## src/rtl/shift_pkg.sv

```systemverilog
package shift_pkg;
  localparam int DATA_W = 32;
  localparam int AMT_W  = $clog2(DATA_W);

  typedef enum logic [1:0] {
    OP_LSL     = 2'b00,
    OP_LSL_ALT = 2'b01,
    OP_LSR     = 2'b10,
    OP_ASR     = 2'b11
  } shift_op_e;
endpackage

```

## src/rtl/bit_mirror.sv

```systemverilog
// Optional bit-order reversal: a 2:1 select between the word and its mirror.
module bit_mirror #(
  parameter int W = 32
) (
  input  logic         en,
  input  logic [W-1:0] din,
  output logic [W-1:0] dout
);
  logic [W-1:0] mirrored;

  for (genvar i = 0; i < W; i++) begin : g_mirror
    assign mirrored[i] = din[W-1-i];
  end

  assign dout = en ? mirrored : din;
endmodule

```

## src/rtl/lshift_core.sv

```systemverilog
// Logarithmic left shifter with a selectable fill bit for the vacated low bits.
module lshift_core #(
  parameter int W  = 32,
  parameter int AW = $clog2(W)
) (
  input  logic [W-1:0]  din,
  input  logic [AW-1:0] sa,
  input  logic          fill,
  output logic [W-1:0]  dout
);
  logic [W-1:0] stage [0:AW];

  assign stage[0] = din;

  for (genvar k = 0; k < AW; k++) begin : g_stage
    localparam int STEP = 1 << k;
    logic [W-1:0] moved;
    assign moved        = {stage[k][W-1-STEP:0], {STEP{fill}}};
    assign stage[k+1]   = sa[k] ? moved : stage[k];
  end

  assign dout = stage[AW];
endmodule

```

## src/rtl/shift_unit.sv

```systemverilog
module shift_unit
  import shift_pkg::*;
#(
  parameter int W  = DATA_W,
  parameter int AW = $clog2(W)
) (
  input  logic          clk,
  input  logic          rst,
  input  logic [W-1:0]  operand,
  input  logic [AW-1:0] amount,
  input  logic [1:0]    op,
  output logic [W-1:0]  result
);
  logic          go_right;
  logic          fill_bit;
  logic [W-1:0]  core_in;
  logic [W-1:0]  core_out;
  logic [W-1:0]  shifted;

  // op[1] selects the right-shift path; op[0] only matters on that path.
  assign go_right = op[1];
  assign fill_bit = go_right & op[0] & operand[W-1];

  bit_mirror #(.W(W)) u_mirror_in (
    .en   (go_right),
    .din  (operand),
    .dout (core_in)
  );

  lshift_core #(.W(W), .AW(AW)) u_core (
    .din  (core_in),
    .sa   (amount),
    .fill (fill_bit),
    .dout (core_out)
  );

  bit_mirror #(.W(W)) u_mirror_out (
    .en   (go_right),
    .din  (core_out),
    .dout (shifted)
  );

  always_ff @(posedge clk) begin
    if (rst) result <= '0;
    else     result <= shifted;
  end

  // reset clears the output register
  a_r1_reset_clears: assert property (@(posedge clk)
    rst |=> (result == '0));

  // zero amount is a pass-through for any op
  a_r7_zero_passthru: assert property (@(posedge clk) disable iff (rst)
    (amount == '0) |=> (result == $past(operand)));

  // left shifts never put a one into bit 0 when the amount is nonzero
  a_r3_left_low_zero: assert property (@(posedge clk) disable iff (rst)
    (!op[1] && amount != '0) |=> (result[0] == 1'b0));

  // logical right shifts clear the top bit when the amount is nonzero
  a_r4_lsr_top_zero: assert property (@(posedge clk) disable iff (rst)
    (op == 2'b10 && amount != '0) |=> (result[W-1] == 1'b0));

  // arithmetic right shift keeps the sign in the top bit
  a_r5_asr_keeps_sign: assert property (@(posedge clk) disable iff (rst)
    (op == 2'b11) |=> (result[W-1] == $past(operand[W-1])));

  // maximum arithmetic shift replicates the sign everywhere
  a_r8_asr_max_sign: assert property (@(posedge clk) disable iff (rst)
    (op == 2'b11 && amount == AW'(W-1)) |=> (result == {W{$past(operand[W-1])}}));
endmodule

```

## config.mk

```make
export PLATFORM = sky130hd
export DESIGN_NAME = shift_unit
export DESIGN_NICKNAME = d
export VERILOG_FILES = /design/src/rtl/shift_pkg.sv /design/src/rtl/bit_mirror.sv /design/src/rtl/lshift_core.sv /design/src/rtl/shift_unit.sv
export SDC_FILE = /design/constraint.sdc
export NUM_CORES = 1
export LEC_CHECK = 0
export ABC_AREA = 1
export BUFFER_PORTS_ARGS = -buffer_cell sky130_fd_sc_hd__buf_4
export CORE_MARGIN = 1.5
export CORE_UTILIZATION = 52
export DETAILED_ROUTE_END_ITERATION = 16
export PLACE_DENSITY = 0.86
export SYNTH_ARGS = -nofsm -noshare
export SYNTH_HDL_FRONTEND = slang
export SYNTH_HIERARCHICAL = 1
export SYNTH_SLANG_ARGS = --single-unit
```

## constraint.sdc

```tcl
create_clock -name clk -period 1.62 [get_ports clk]
set_clock_uncertainty 0.15 [all_clocks]
set_input_delay 0.324 -clock clk [delete_from_list [all_inputs] [get_ports clk]]
set_output_delay 0.324 -clock clk [all_outputs]
set_load 0.1 [all_outputs]
```

; Word-level counts from Yosys, hierarchy flattened
; Index checks and enable logic that the tools add are counted.
[classes]
shift = 0
div = 0
n_mul = 0
n_bitwise = 2
eq_ne = 0
n_addsub = 0
n_lt_le_gt_ge = 0
reduce_logical = 0
n_mux = 7
[op_table]
columns = cell, n
row1 = $mux W32, 7
row2 = $and A1 B1 Y1, 2
[totals]
input_bits = 41
romBits = 0
ram_bits = 0
ff_bits = 32
elab_cells = 10
latch_bits = 0
mem_count = 0
output_inout_bits = 32

; Logic depth before layout (Yosys ltp)
[logic_depth]
ltp_word = 8
ltp_mapped = 19

; Cells and area by module
; Netlist, hierarchy kept.
[by_module_without_submodules]
columns = module, instances, seq_area_each_um2, area_per_inst_um2, cells_each
row1 = lshift_core, 1, 0.0, 1950.6, 395
row2 = bit_mirror, 2, 0.0, 494.2, 104
row3 = shift_unit, 1, 640.6, 925.9, 102

; Worst setup path after synthesis
; OpenSTA, ideal clock, no wires.
[synth_timing]
path_type = input -> register
startpoint = input op[1]
endpoint = register result[30]
cell_stages = 19
t_arrival_ns = 1.528
setup_slack_ns = -0.122
setup_ns = 0.064
required_time_ns = 1.406
n_path_buf = 2
cell_sequence = buf_6 > inv_8 > buf_12 > nand2_2 > nand2_1 > inv_1 > nand2_1 > nand3_1 > nand2_1 > nand2_1 > nand2_1 > nand2_1 > nand2_1 > nand2_1 > nand2_1 > nand2_1 > nand2_1 > inv_1 > nor2_1
[synth_via]
word_cells_on_any_way = 9
classes_between = mux (7) / bitwise (2)
[synth_lines]
columns = element, line
row1 = start: declaration, shift_unit.sv:11  ; input logic [1:0] op,
row2 = $mux W32, bit_mirror.sv:15  ; assign dout = en ? mirrored : din;
row3 = named net core_in[0], shift_unit.sv:16  ; logic [W-1:0] core_in;
row4 = $mux W32 (5 in series), lshift_core.sv:19  ; assign stage[k+1] = sa[k] ? moved : stage[k];
row5 = named net core_out[1], shift_unit.sv:17  ; logic [W-1:0] core_out;
row6 = $mux W32, bit_mirror.sv:15
row7 = named net shifted[30], shift_unit.sv:18  ; logic [W-1:0] shifted;
row8 = end signal: assignment, shift_unit.sv:45  ; else result <= shifted;
row9 = end: declaration, shift_unit.sv:12  ; output logic [W-1:0] result
; The timed path passes the listed nets, and every way through them passes these cells.
; A chain may end at the register's enable or synchronous reset.

; Worst setup path in the final report
[layout_timing]
startpoint = input op[1]
endpoint = register result[19]
; The elaborated chain is that of the path after synthesis.

==> reports/metrics.cfg <==
[finish]
drive_gt1_share_pct=38.53
instances_no_fill=862
num_antenna_cells=0
largest_reg_flops=32
top_regs=result: 32 flops
area_delta_synth_final_pct=35.22
final_util_pct=72.44
fillCellCount=586
nNetsFinal=803
largest_register=result

[global_route]
grt_max_degree=35
antenna_found_initial=0
grt_pass1_vias=4076
grt_first_pass_wirelength_mm=18.71
grt_overflow=0
grt_usage_pct=29.99

[outcome]
status=finished, violations left
violations=negative setup slack

[route]
drt_iter0_drc=565
vias=5023
ant_nets=0
first_pass_iters=8
wl_per_cell_um=15.82
drt_wl_total_mm=13.64
viasPerCell=5.827
drc=0

[setup_path]
crit_fanout=7
timing.critical_path.required_ns=1.64
cp-end-kind=flop
critPathKind=input pin to flop
cp-start-kind=input pin
cp.arrival_ns=1.70

[synthesis]
synth_flop_cell=dfxtp_1
ys_seq_area_share_pct=16.57
synth_cell_types=17
synth_seq_cells=32
ys_warn_count=6
synth_area_leaders=nand2_1, nand3_1, dfxtp_1, nand2_2, nand3_2
synth.most_common_cell=nand2_1
synth_edf_count=0
synth_common_cells=nand2_1, nand3_1, inv_1
synth_cells=705
synthArstFlopShare_pct=0
avgSynthCellArea_um2=5.482
synth_nets=746
netlist_area_um2=3865
yosys.area.top_type=nand2_1
synth.top_cell.area_share_pct=31.47

[min_path]
hold_path.class=input pin to flop

[place]
gp_congestion=0.9562
place_inst=848
portBuffers=72
place_worst_setup_slack_ns=-0.4176
hpwlAfterDp_mm=8.883

[sta]
slew_viol_final=0
worst_slew_pin_slew_ns=0.3616
period_needed_ns=1.682
clock.fmax_ghz=0.5945
max_slew_margin_pct=75.89
fin_crit_sh_pct=103.8
finalHoldViolCount=0
fin_ws_ns=-0.06208
setup_viol_count_final=15
rsz0062_at_grt=yes
whs_ns=0.2515

[clocking]
cts_tree=built
cts_buffers=5
ctsHoldBuffers=0
cts-root-buf=clkbuf_8
cts.path.max_buffers=2
path_clk_slew_ns=0.07
clkSinkCount=32
htreeDepth=2

[die]
die_y_um=89.21
start_util_pct=53.57
dieArea_um2=7958
core_area_um2=7214
io_pins=73
fp.dieW_um=89.21
rows=31

[power_and_ir_drop]
power-per-cell-area_nw_per_um2=686.1
p_leak_nw=2.847
finalPower_mw=3.586
peakVddDrop_mv=0.3818

[job]
maxCapViolCount=0

[cell type report]
cell class                      instances  area [µm²]  area share [%]
Tap cell                               99       123.9           2.370
Sequential cell                        32       640.6           12.26
Inverter                               43       202.7           3.878
Clock inverter                          3       42.54          0.8140
Multi-Input combinational cell        582        3203           61.29
Timing Repair Buffer                   97       933.4           17.86
Timing Repair inverter                  1       11.26          0.2155
Clock buffer                            5       68.82           1.317
[routing by layer]
| layer | global-route usage, % | part of all wire (%) |
|---|---|---|
| met3 | 4.524 | 11 |
| met2 | 49.90 | 48 |
| met5 | 0 | 0 |
| met1 | 40.28 | 38 |
| met4 | 8.392 | 3.9 |
[repair_timing]
action | CTS | global route
setup buffers | 0 | 1
pin swaps | 0 | 19
gates cloned | 1 | 4
gates resized for setup | 11 | 130
endpoints found under the setup margin | 32 | 32
[power breakdown]
part | internal [mW] | switching (mW)
clock network | 0.455 | 0.304
registers | 0.848 | 0.0197
logic | 0.591 | 1.37
[kinds of logic (layout without fill, tap and decap cells)]
logic type             after synthesis  after routing  synth area share, %
flip-flops                          32             32                16.57
buffers and inverters               91            149                15.83
AND/OR/NAND/NOR                    582            582                67.59
[placed cells by master (no fill, tap or decap)]
cell type / Yosys / layout
buf_12: 3 / 9
buf_16: 0 / 2
buf_4: 2 / 83
bufinv_16: 0 / 1
clkbuf_16: 0 / 3
clkbuf_8: 6 / 5
clkinv_16: 0 / 1
clkinv_2: 0 / 1
clkinvlp_4: 0 / 1
dfxtp_1: 32 / 32
inv_1: 39 / 38
inv_2: 1 / 2
inv_8: 3 / 3
nand2_1: 324 / 256
nand2_2: 29 / 80
nand2_4: 4 / 21
nand3_1: 175 / 111
nand3_2: 17 / 80
nand3_4: 0 / 1
nor2_1: 33 / 32
nor2_4: 0 / 1
[path summary, 6_finish.rpt]
check | from | to | slack [ns] | depth (start not counted)
worst max-delay path | op[1] | result[19] | -0.06 | 16
worst min-delay path | rst | result[27] | 0.25 | 2
[stage by stage]
| stage | area [µm²] | setup TNS (ns) |
|---|---|---|
| 3_3_place_gp | 4427 | -10.48 |
| 2_1_floorplan | 3936 | -1.543 |
| 5_1_grt | 5226 | -2.750 |
| 3_5_place_dp | 4427 | -11.69 |
| 4_1_cts | 4604 | 0 |
| 6_report | 5226 | -0.3052 |
[critical path, stage by stage]
cell	delay [ns]
buf_16	0.14
clkbuf_16	0.17
nand2_4	0.06
nand2_4	0.06
nand2_1	0.11
nand3_2	0.10
nand2_1	0.07
nand2_1	0.08
nand2_2	0.09
nand2_1	0.08
nand3_1	0.08
nand2_1	0.06
nand2_1	0.08
nand2_1	0.07
inv_1	0.07
nor2_1	0.04
Power figures use the tool's default switching activity.
